### src/rtl/irqc_pkg.sv
package irqc_pkg;
  typedef enum logic [1:0] {
    SEL_NONE = 2'd0,
    SEL_GATE = 2'd1,
    SEL_PEND = 2'd2,
    SEL_MASK = 2'd3
  } rdSel_e;

  typedef struct packed {
    logic   wrGate;
    logic   wrPend;
    logic   wrMask;
    logic   busy;
    rdSel_e rdSel;
  } ctlStrobe_t;
endpackage

### src/rtl/irqc_ctrl.sv
module irqc_ctrl
  import irqc_pkg::*;
#(
  parameter int ADDR_W    = 8,
  parameter int DATA_W    = 32,
  parameter logic [ADDR_W-1:0] OFF_GATE = 8'h1C,
  parameter logic [ADDR_W-1:0] OFF_PEND = 8'h20,
  parameter logic [ADDR_W-1:0] OFF_MASK = 8'h28,
  parameter logic [ADDR_W-1:0] OFF_RST  = 8'h40,
  parameter logic [DATA_W-1:0] RST_KEY  = 32'h0000_000A,
  parameter int PULSE_LEN = 4
) (
  input  logic              clk,
  input  logic              rstN,
  input  logic              regWrEn,
  input  logic [ADDR_W-1:0] regAddr,
  input  logic [DATA_W-1:0] regWrData,
  output ctlStrobe_t        ctl,
  output logic              coreRst
);
  localparam int CNT_W = $clog2(PULSE_LEN + 1);
  localparam logic [CNT_W-1:0] CNT_LOAD = CNT_W'(PULSE_LEN);

  logic [CNT_W-1:0] pulseCnt;
  logic             busy;
  logic             keyHit;

  assign busy   = (pulseCnt != '0);
  assign keyHit = regWrEn && (regAddr == OFF_RST) && (regWrData == RST_KEY);

  // Pulse counter: loads on a valid key, counts down to zero
  always_ff @(posedge clk or negedge rstN) begin
    if (!rstN) begin
      pulseCnt <= '0;
    end else if (busy) begin
      pulseCnt <= pulseCnt - 1'b1;
    end else if (keyHit) begin
      pulseCnt <= CNT_LOAD;
    end
  end

  assign coreRst = busy;

  always_comb begin
    ctl.wrGate = regWrEn && !busy && (regAddr == OFF_GATE);
    ctl.wrPend = regWrEn && !busy && (regAddr == OFF_PEND);
    ctl.wrMask = regWrEn && !busy && (regAddr == OFF_MASK);
    ctl.busy   = busy;
    if (regAddr == OFF_GATE)      ctl.rdSel = SEL_GATE;
    else if (regAddr == OFF_PEND) ctl.rdSel = SEL_PEND;
    else if (regAddr == OFF_MASK) ctl.rdSel = SEL_MASK;
    else                          ctl.rdSel = SEL_NONE;
  end
endmodule

### src/rtl/irqc_dpath.sv
module irqc_dpath
  import irqc_pkg::*;
#(
  parameter int NUM_SRC  = 7,
  parameter int DATA_W   = 32,
  parameter int GATE_BIT = 31
) (
  input  logic               clk,
  input  logic               rstN,
  input  ctlStrobe_t         ctl,
  input  logic [DATA_W-1:0]  regWrData,
  input  logic [NUM_SRC-1:0] evtIn,
  output logic               gateQ,
  output logic [NUM_SRC-1:0] pendQ,
  output logic [NUM_SRC-1:0] maskQ,
  output logic [DATA_W-1:0]  rdData,
  output logic               irqOut
);
  logic [NUM_SRC-1:0] evtPrev;
  logic [NUM_SRC-1:0] evtRise;
  logic [NUM_SRC-1:0] pendNext;

  always_ff @(posedge clk or negedge rstN) begin
    if (!rstN) evtPrev <= '0;
    else       evtPrev <= evtIn;
  end

  assign evtRise = evtIn & ~evtPrev;

  // One latch cell per source: an arriving edge beats a clear
  for (genvar i = 0; i < NUM_SRC; i++) begin : gSrc
    always_comb begin
      if (ctl.busy)                         pendNext[i] = 1'b0;
      else if (evtRise[i])                  pendNext[i] = 1'b1;
      else if (ctl.wrPend && regWrData[i])  pendNext[i] = 1'b0;
      else                                  pendNext[i] = pendQ[i];
    end
  end

  always_ff @(posedge clk or negedge rstN) begin
    if (!rstN) begin
      pendQ <= '0;
      maskQ <= '0;
      gateQ <= 1'b0;
    end else begin
      pendQ <= pendNext;
      if (ctl.busy)        maskQ <= '0;
      else if (ctl.wrMask) maskQ <= regWrData[NUM_SRC-1:0];
      if (ctl.busy)        gateQ <= 1'b0;
      else if (ctl.wrGate) gateQ <= regWrData[GATE_BIT];
    end
  end

  always_comb begin
    rdData = '0;
    unique case (ctl.rdSel)
      SEL_GATE: rdData[GATE_BIT]    = gateQ;
      SEL_PEND: rdData[NUM_SRC-1:0] = pendQ;
      SEL_MASK: rdData[NUM_SRC-1:0] = maskQ;
      default:  rdData = '0;
    endcase
  end

  assign irqOut = gateQ && |(pendQ & maskQ);
endmodule

### src/rtl/irqc_top.sv
module irqc_top
  import irqc_pkg::*;
#(
  parameter int NUM_SRC   = 7,
  parameter int ADDR_W    = 8,
  parameter int DATA_W    = 32,
  parameter int GATE_BIT  = 31,
  parameter logic [ADDR_W-1:0] OFF_GATE = 8'h1C,
  parameter logic [ADDR_W-1:0] OFF_PEND = 8'h20,
  parameter logic [ADDR_W-1:0] OFF_MASK = 8'h28,
  parameter logic [ADDR_W-1:0] OFF_RST  = 8'h40,
  parameter logic [DATA_W-1:0] RST_KEY  = 32'h0000_000A,
  parameter int PULSE_LEN = 4
) (
  input  logic               clk,
  input  logic               rstN,
  input  logic               regWrEn,
  input  logic [ADDR_W-1:0]  regAddr,
  input  logic [DATA_W-1:0]  regWrData,
  output logic [DATA_W-1:0]  regRdData,
  input  logic [NUM_SRC-1:0] evtIn,
  output logic               irqOut,
  output logic               coreRst
);
  ctlStrobe_t         ctl;
  logic               gateQ;
  logic [NUM_SRC-1:0] pendQ;
  logic [NUM_SRC-1:0] maskQ;

  irqc_ctrl #(
    .ADDR_W(ADDR_W), .DATA_W(DATA_W),
    .OFF_GATE(OFF_GATE), .OFF_PEND(OFF_PEND), .OFF_MASK(OFF_MASK),
    .OFF_RST(OFF_RST), .RST_KEY(RST_KEY), .PULSE_LEN(PULSE_LEN)
  ) uCtrl (
    .clk(clk), .rstN(rstN), .regWrEn(regWrEn), .regAddr(regAddr),
    .regWrData(regWrData), .ctl(ctl), .coreRst(coreRst)
  );

  irqc_dpath #(
    .NUM_SRC(NUM_SRC), .DATA_W(DATA_W), .GATE_BIT(GATE_BIT)
  ) uDpath (
    .clk(clk), .rstN(rstN), .ctl(ctl), .regWrData(regWrData),
    .evtIn(evtIn), .gateQ(gateQ), .pendQ(pendQ), .maskQ(maskQ),
    .rdData(regRdData), .irqOut(irqOut)
  );
endmodule

### config.mk
export PLATFORM = sky130hd
export DESIGN_NAME = irqc_top
export DESIGN_NICKNAME = d
export VERILOG_FILES = /design/src/rtl/irqc_pkg.sv /design/src/rtl/irqc_ctrl.sv /design/src/rtl/irqc_dpath.sv /design/src/rtl/irqc_top.sv
export SDC_FILE = /design/constraint.sdc
export NUM_CORES = 1
export LEC_CHECK = 0
export ABC_AREA = 0
export BUFFER_PORTS_ARGS = -buffer_cell sky130_fd_sc_hd__buf_2
export CORE_UTILIZATION = 44
export DETAILED_ROUTE_END_ITERATION = 10
export PLACE_DENSITY_LB_ADDON = 0.1
export SYNTH_ARGS = -nofsm -noshare
export SYNTH_HDL_FRONTEND = slang
export SYNTH_SLANG_ARGS = --single-unit
### constraint.sdc
create_clock -name clk -period 1.65 [get_ports clk]
set_input_delay 0.2475 -clock clk [delete_from_list [all_inputs] [get_ports clk]]
set_output_delay 0.2475 -clock clk [all_outputs]
set_load 0.02 [all_outputs]
Yosys cells after proc, flatten, opt, wreduce, memory -nomap -nowiden
Cells that the tools add are included.
- add/subtract/negate cells: 1
- equality and inequality tests: 8
- multiplexer cells: 32
- bitwise gates (word level): 3
- reduce and logical (&&, ||, !) cells: 27
- operator list (kind ; number):
    $eq A32 B4 Y1 const B ; 1
    $mux W1 ; 24
    $reduce_bool A3 Y1 ; 8
    $eq A8 B6 Y1 const B ; 2
    $and A7 B7 Y7 ; 2
    $logic_and A1 B1 Y1 ; 14
    $mux W7 ; 2
    $pmux W7 S2 ; 1
    $eq A8 B5 Y1 const B ; 1
    $eq A8 B7 Y1 const B ; 1
    $not A7 Y7 ; 1
    $reduce_or A7 Y1 ; 1
    $mux W2 ; 3
    $mux W3 ; 2
    $reduce_bool A2 Y1 ; 3
    $eq A2 B2 Y1 const B ; 2
    $sub A3 B1 Y3 const B ; 1
    $eq A2 B1 Y1 const B ; 1
    $logic_not A1 Y1 ; 1
- register bits: 25
- bits of input ports: 50
- output and inout bits: 34

Logic depth before layout (Yosys ltp)
Gate-level depths: netlist (run 1).
- word-level depth: 8
- mapped depth: 5
- mapped depth without buffers: 4

By module
A second synthesis (run 1) with hierarchy kept.
- cell total of the unflattened synthesis: 148
- area, all modules: 1475.2 um^2
- by module, submodules not included (module ; instances ; cells each ; area an instance (um^2) ; seq. area each (um^2)):
    irqc_dpath ; 1 ; 107 ; 1169.9 ; 550.5
    irqc_ctrl ; 1 ; 41 ; 305.3 ; 75.1

Worst setup path after synthesis (run 1)
OpenSTA, ideal clock, no wires.
- kind: input port to output port
- start point: input port regAddr[7]
- end point: output port regRdData[31]
- data arrival time: 1.457 ns
- required time: 1.402 ns
- slack: -0.054 ns
- cell stages on the path: 3
- path buffers: 1
- cells stage by stage: or4b_1 -> buf_4 -> nor3_1
- cells in the longest elaborated chain, start to end: 6
- elaborated cells on any way between the ends: 8
- classes of those cells: eq/ne (4); mux (4)
- ends and longest elaborated chain (element ; line ; source):
    from (decl) ; irqc_top.sv:18 ; input logic [ADDR_W-1:0] regAddr,
    $eq A8 B6 Y1 ; irqc_ctrl.sv:51 ; else if (regAddr == OFF_MASK) ctl.rdSel = SEL_MASK;
    $mux W2 ; irqc_ctrl.sv:51 ;
    $mux W2 ; irqc_ctrl.sv:50 ; else if (regAddr == OFF_PEND) ctl.rdSel = SEL_PEND;
    $mux W2 * ; irqc_ctrl.sv:49 ; if (regAddr == OFF_GATE) ctl.rdSel = SEL_GATE;
    $eq A2 B1 Y1 * ; irqc_dpath.sv:56 ; unique case (ctl.rdSel)
    $mux W1 * ; irqc_dpath.sv:56 ;
    to (decl) ; irqc_top.sv:20 ; output logic [DATA_W-1:0] regRdData,
Every way passes the cells marked *; elsewhere a longest branch is shown, timed or not.

Final worst setup path (run 1)
- start point: input port regAddr[4]
- end point: output port regRdData[0]
- cells in the longest elaborated chain, start to end: 6
- elaborated cells on any way between the ends: 9
- classes of those cells: eq/ne (5); mux (4)
- ends and longest elaborated chain (element ; line):
    $eq A8 B6 Y1 ; irqc_ctrl.sv:51
    $mux W2 ; irqc_ctrl.sv:51
    $mux W2 ; irqc_ctrl.sv:50
    $mux W2 * ; irqc_ctrl.sv:49
    $eq A2 B2 Y1 ; irqc_dpath.sv:56
    $pmux W7 S2 * ; irqc_dpath.sv:56
Marked as above.

==> key figures, run 1 <==
Hold path
  • Min-delay src: evtIn[2]
  • Hold Path Depth: 1
  • Hold Crit Class: primary input to register
  • Hold endpoint: uDpath.evtPrev[2]

Timing
  • Worst-margin pin slew: 0.535 ns
  • Setup violators final: 7
  • Max-slew violation count: 0
  • Endpoints failing hold: 0
  • Final Cycle Share: 102%
  • Max_slew headroom: 64.3%
  • Max Clock Skew: 0.00249 ns
  • Setup ws final: -0.0317 ns
  • WHS: 0.0425 ns
  • Post-layout minimum cycle time: 1.68 ns
  • Fmax: 0.595 GHz
  • RSZ-0062 raised after global routing: yes

Power and ir drop
  • Pwr Density: 568 nW/µm²
  • Peak VDD IR: 0.245 mV
  • Pleak: 0.000916 µW

Clock network
  • Root Driver: clkbuf_4
  • CTS Sinks: 25
  • CTS tree: done
  • Number of CTS-inserted buffers: 3
  • Clk buf depth: 2
  • Total number of H-tree levels: 1
  • Register clock-pin slew on the reported worst setup and hold paths: 0.13 ns
  • Clock Latency Late Sink: 0.31 ns

Drt
  • ANT nets after route: 0
  • Vias per cell: 5.62
  • Iter 0 DRT Violations: 69
  • DRT Pass-1 Iters: 4
  • Final WL: 3780 µm
  • Drc violations: 0
  • Vias: 1484
  • Drt wl/cell: 14.3 µm

Synth
  • Top cells by area in the synthesized netlist: dfrtp_1 (42%), buf_4 (13%), nand4_1 (6.7%)
  • Post-synth top area share: 42.0%
  • #FFs+latches synth: 25
  • Post-synth ARST share: 100%
  • Syn Inst Count: 148
  • Yosys warning count: 0
  • Area of the mapped netlist: 1490 µm²
  • EDFF count, synth: 0
  • Post-synth top area cell: dfrtp_1
  • Yosys cell types: 32
  • Sequential area share after synthesis: 42.0%
  • Synthesized area per cell: 10.1 µm²
  • Ys flop type: dfrtp_1

Setup path
  • Most common cell type on the critical path: buf_6
  • R2r endpoint: uCtrl.pulseCnt[2]
  • Critical path's top delay family: simple AND/OR/NAND/NOR gates
  • Buf/Inv on CP: 2
  • Worst EP arrival: 1.43 ns
  • CP Launch Type: primary input
  • Crit-path max cell delay: 0.56 ns
  • Setup slack, reg-to-reg: 0.30 ns
  • Worst endpoint required time: 1.40 ns
  • Max Fanout on Critical Path: 7
  • R2r worst-path depth: 4
  • Crit-path cells: buf_6 > or4b_4 > nor2_4 > a22o_1 > buf_6
  • Setup CP Type: primary input to primary output
  • Origin of the critical flop-to-flop path: uCtrl.pulseCnt[1]
  • Slowest cell on the critical path: or4b_4
  • Crit path capture type: primary output

Die
  • Die ar.: 3620 µm²
  • Die width: 60.2 µm
  • Die Height: 60.2 µm
  • Core Footprint: 3130 µm²
  • Initial Util: 47.6%
  • Row count: 20
  • Ports: 84

Final layout
  • Area grow syn2layout: 34.0%
  • Final net count: 271
  • Core Util, Final: 63.8%
  • Layout cell share with drive strength beyond 1: 44.5%
  • ANT cells: 0
  • Fill cell count: 256
  • Finished Cell Area: 2000 µm²

Global routing
  • Largest net degree at the start of global routing: 26
  • Vias in the first global route: 1379
  • Gr usage total: 22.7%
  • Gr ovfl total: 0
  • Initial antenna violation count: 0
  • First-pass GRT wire length: 6130 µm

Placement
  • Placed Area: 1820 µm²
  • Hpwl dp: 2800 µm
  • PortBufs: 59
  • Global placer's final weighted congestion: 0.852

Outcome
  • Status: finished with violations
  • Failing checks: setup timing

Flow run
  • Max-cap viol count: 0
## cells in the final DEF (no fill, tap or decap), drive strengths merged, types with 2 or more instances in the layout
cell,netlist,layout
buf,27,76
dfrtp,25,25
conb,1,24
nand4,16,16
nor4,8,8
a22o,7,7
nor3b,7,7
a31o,7,7
o31ai,7,7
a21oi,7,7
nand2,5,5
nor2,5,5
clkbuf,5,3
inv,3,3
nor4b,3,3
or4b,2,2
nor3,2,2
a22oi,2,2
## layout make-up
type	count	area, µm²	share of cell area [%]
well taps	44	55.1	2.76
clock buffers	3	22.5	1.13
inverters	3	13.8	0.690
multi-input cells	111	771	38.6
flip-flops and latches	25	627	31.4
clock inverters	1	5.00	0.251
repair buffers	77	502	25.1
## synthesized netlist by cell type, types with 2 or more instances
library cell and n:
a21oi_1 7, a22o_1 7, a22oi_1 2, a31o_2 7, buf_4 26, clkbuf_1 4, dfrtp_1 25, inv_1 3
nand2_1 5, nand4_1 16, nor2_1 4, nor3_1 2, nor3b_1 7, nor4_1 7, nor4b_2 2, o31ai_1 7
or4b_1 2
## state kept, by name, indices dropped and copies added, names as in the netlist
name and flops:
uDpath.maskQ 7, uDpath.evtPrev 7, uCtrl.pulseCnt 3, uDpath.pendQ 7, uDpath.gateQ 1
## worst reg2reg max path, stage by stage, from the launching register on
cell and delay, ns:
dfrtp_2 0.47, nor3_4 0.25, buf_4 0.22, nand4_1 0.12
o41ai_2 0.21
## per-stage QoR
step	setup TNS (ns)	instances	power, µW	setup slack (ns)
floorplan	0	171	794	0.0320
CTS	-0.0462	264	1130	-0.0158
detailed placement	-1.30	256	860	-0.165
finish	-0.116	264	1130	-0.0317
global placement	-0.953	256	854	-0.130
global route	-0.335	264	1200	-0.0632
## report_power, final
| part | internal (µW) | leakage, µW | switching (µW) |
|---|---|---|---|
| logic | 94.3 | 0.000605 | 135 |
| clock network | 90.5 | 0.0000177 | 174 |
| registers | 630 | 0.000294 | 9.69 |
| total | 815 | 0.000916 | 318 |
## per-layer routing
metal	part of all wire [%]	track usage (%)	up-vias
li1	-	-	677
met1	41	28.8	708
met2	49	38.8	95
met3	8.7	3.25	4
met4	0.93	7.97	0
met5	0	0	-
## what timing repair did
item	CTS	global route
hold buffers	1	0
setup endpoints to repair	9	10
endpoints found under the hold margin	25	0
cloned	0	0
setup buffers	3	0
resized for setup	15	15
pin swaps	9	6
## worst max path at each step
stage          startpoint      endpoint  slack [ns]  cells past startpoint
6_report       regAddr[4]  regRdData[0]       -0.03                      5
5_1_grt        regAddr[4]  regRdData[0]       -0.06                      5
4_1_cts        regAddr[0]  regRdData[0]       -0.02                      5
3_5_place_dp   regAddr[7]  regRdData[0]       -0.17                      5
3_3_place_gp   regAddr[7]  regRdData[1]       -0.13                      5
2_1_floorplan  regAddr[7]  regRdData[0]        0.03                      4
## kinds of logic after synthesis
family	after synthesis	synth area share, %
and+or+nand+nor	51	23.2
AOI/OAI and AO/OA	36	19.0
buffers and inverters	35	15.5
DFF	25	42.0
other	1	0.252
Note: power is estimated with default switching activity, not from simulation.
==> run 2, diff against run 1 <==
Settings changed: CORE_UTILIZATION 44 to 45, CTS_BUF_LIST set to sky130_fd_sc_hd__clkbuf_8.
==> run 2 against run 1 <==
The run still ends with setup timing left. Power rose by 8.3%. Fmax rose by 1.0%. Design area fell by 0.56%. Largest cell class unchanged. Wire length fell by 0.48%. Non-clock buffer count did not move. Cell count did not move. Sequential power barely moved. First-iteration DRC count fell by 8.7%. Critical path depth did not move.
==> key figures, run 2 (same netlist as run 1, synthesis figures left out) <==
Final layout
  • Fill cell count: 269
  • Final net count: 271
  • Commonest cells after routing, fill and taps aside: buf_2 (48), dfrtp_1 (25), conb_1 (24)
  • Top flop regs: uDpath.evtPrev: 7 flops, uDpath.maskQ: 7 flops, uDpath.pendQ: 7 flops
  • ANT cells: 0
  • Area grow syn2layout: 33.3%
  • Core Util, Final: 64.0%
  • Most common cell after layout, fill and taps aside: buf_2
  • Layout cell share with drive strength beyond 1: 43.6%
  • Non-filler cells in the finished layout: 264

Setup path
  • Crit path capture type: primary output
  • Critical path's top delay family: simple AND/OR/NAND/NOR gates
  • Slowest cell on the critical path: or4b_4
  • Worst endpoint required time: 1.40 ns
  • Max Fanout on Critical Path: 7
  • Crit-path cells: buf_6 > or4b_4 > nor2_4 > a22o_1 > buf_6
  • CP Launch Type: primary input
  • Setup CP Type: primary input to primary output
  • Buf/Inv on CP: 2
  • Worst EP arrival: 1.42 ns
  • Most common cell type on the critical path: buf_6
  • Crit-path max cell delay: 0.56 ns

Drt
  • Iter 0 DRT Violations: 63
  • Final WL: 3760 µm
  • Drc violations: 0
  • ANT nets after route: 0
  • DRT Pass-1 Iters: 4
  • Drt wl/cell: 14.3 µm
  • Vias: 1402
  • Vias per cell: 5.31

Die
  • Die ar.: 3540 µm²
  • Core Footprint: 3100 µm²
  • Die width: 59.5 µm
  • Die Height: 59.5 µm
  • Initial Util: 48.0%
  • Row count: 20
  • Ports: 84

Clock network
  • CTS Sinks: 25
  • Total number of H-tree levels: 1
  • Register clock-pin slew on the reported worst setup and hold paths: 0.09 ns
  • Clk buf depth: 2
  • Number of CTS-inserted buffers: 3
  • Clock Latency Late Sink: 0.28 ns
  • CTS tree: done
  • Root Driver: clkbuf_8

Global routing
  • Gr ovfl total: 0
  • Gr usage total: 23.3%
  • Initial antenna violation count: 0
  • Largest net degree at the start of global routing: 26
  • First-pass GRT wire length: 6030 µm
  • Vias in the first global route: 1325

Hold path
  • Hold Crit Class: primary input to register

Timing
  • Setup tns final: -0.0301 ns
  • Max_slew headroom: 61.9%
  • Max Clock Skew: 0.00770 ns
  • Setup ws final: -0.0145 ns
  • Endpoints failing hold: 0
  • Max-slew violation count: 0
  • Final Cycle Share: 101%
  • WHS: 0.0795 ns
  • Setup violators final: 4
  • Post-layout minimum cycle time: 1.66 ns
  • Worst-margin pin slew: 0.572 ns
  • Fmax: 0.601 GHz
  • RSZ-0062 raised after global routing: yes

Placement
  • PortBufs: 59
  • Worst slack, placed: -0.176 ns
  • Placed cell count: 258
  • Global placer's final weighted congestion: 0.868
  • Hpwl dp: 2930 µm

Outcome
  • Failing checks: setup timing
  • Status: finished with violations

Power and ir drop
  • Pwr Density: 618 nW/µm²
  • Peak VDD IR: 0.318 mV
  • Pleak: 0.000903 µW

Flow run
  • Max-cap viol count: 0
==> run 2: repair_timing <==
action | 4_1_cts | 5_1_grt
hold buffers | 1 | 0
setup buffers | 1 | 0
resized for setup | 12 | 12
pin swaps | 7 | 3
endpoints found under the hold margin | 25 | 0
setup endpoints to repair | 7 | 9
==> run 2: final timing paths <==
kind / from / end / slack [ns] / cells past startpoint
worst min register to register: uCtrl.pulseCnt[0] / uCtrl.pulseCnt[0] / 0.52 / 1
worst max-delay path: regAddr[1] / regRdData[2] / -0.01 / 5
min in group asynchronous: rstN / uDpath.maskQ[4] / 0.49 / 2
worst max register to register: uCtrl.pulseCnt[1] / uCtrl.pulseCnt[2] / 0.34 / 4
worst min-delay path: evtIn[3] / uDpath.evtPrev[3] / 0.08 / 1
max in group asynchronous: rstN / uDpath.evtPrev[6] / 0.78 / 2
==> run 2: per-layer routing <==
| layer | wire [µm] | vias up | GRT usage (%) |
|---|---|---|---|
| li1 | - | 672 | - |
| met1 | 1570 | 653 | 29.8 |
| met2 | 1930 | 72 | 38.0 |
| met3 | 222 | 5 | 3.28 |
| met4 | 47 | 0 | 12.3 |
| met5 | 0 | - | 0 |
==> run 2: worst register-to-register path, stage by stage, from the launching register on <==
cell	delay, ns
dfrtp_1	0.43
nor3_2	0.24
buf_4	0.22
nand4_1	0.12
o41ai_2	0.20
==> run 2: metrics by stage <==
stage	cell area, µm²	total power (µW)
global placement	1840	858
detailed placement	1840	863
global route	1980	1290
floorplan	1590	794
finish	1980	1230
CTS	1940	1230
==> run 2: power breakdown <==
group          internal, µW  switching, µW  total, µW
sequential              630           10.2        640
clock                   167            195        362
combinational          93.0            132        225
total                   890            337       1230
==> run 2: final cells by class <==
type | count | area [µm²] | area share, %
clock buffers | 3 | 41.3 | 2.08
repair buffers | 77 | 498 | 25.1
flip-flops and latches | 25 | 626 | 31.5
clock inverters | 1 | 3.75 | 0.189
multi-input cells | 111 | 749 | 37.8
inverters | 3 | 11.3 | 0.567
well taps | 44 | 55.1 | 2.77
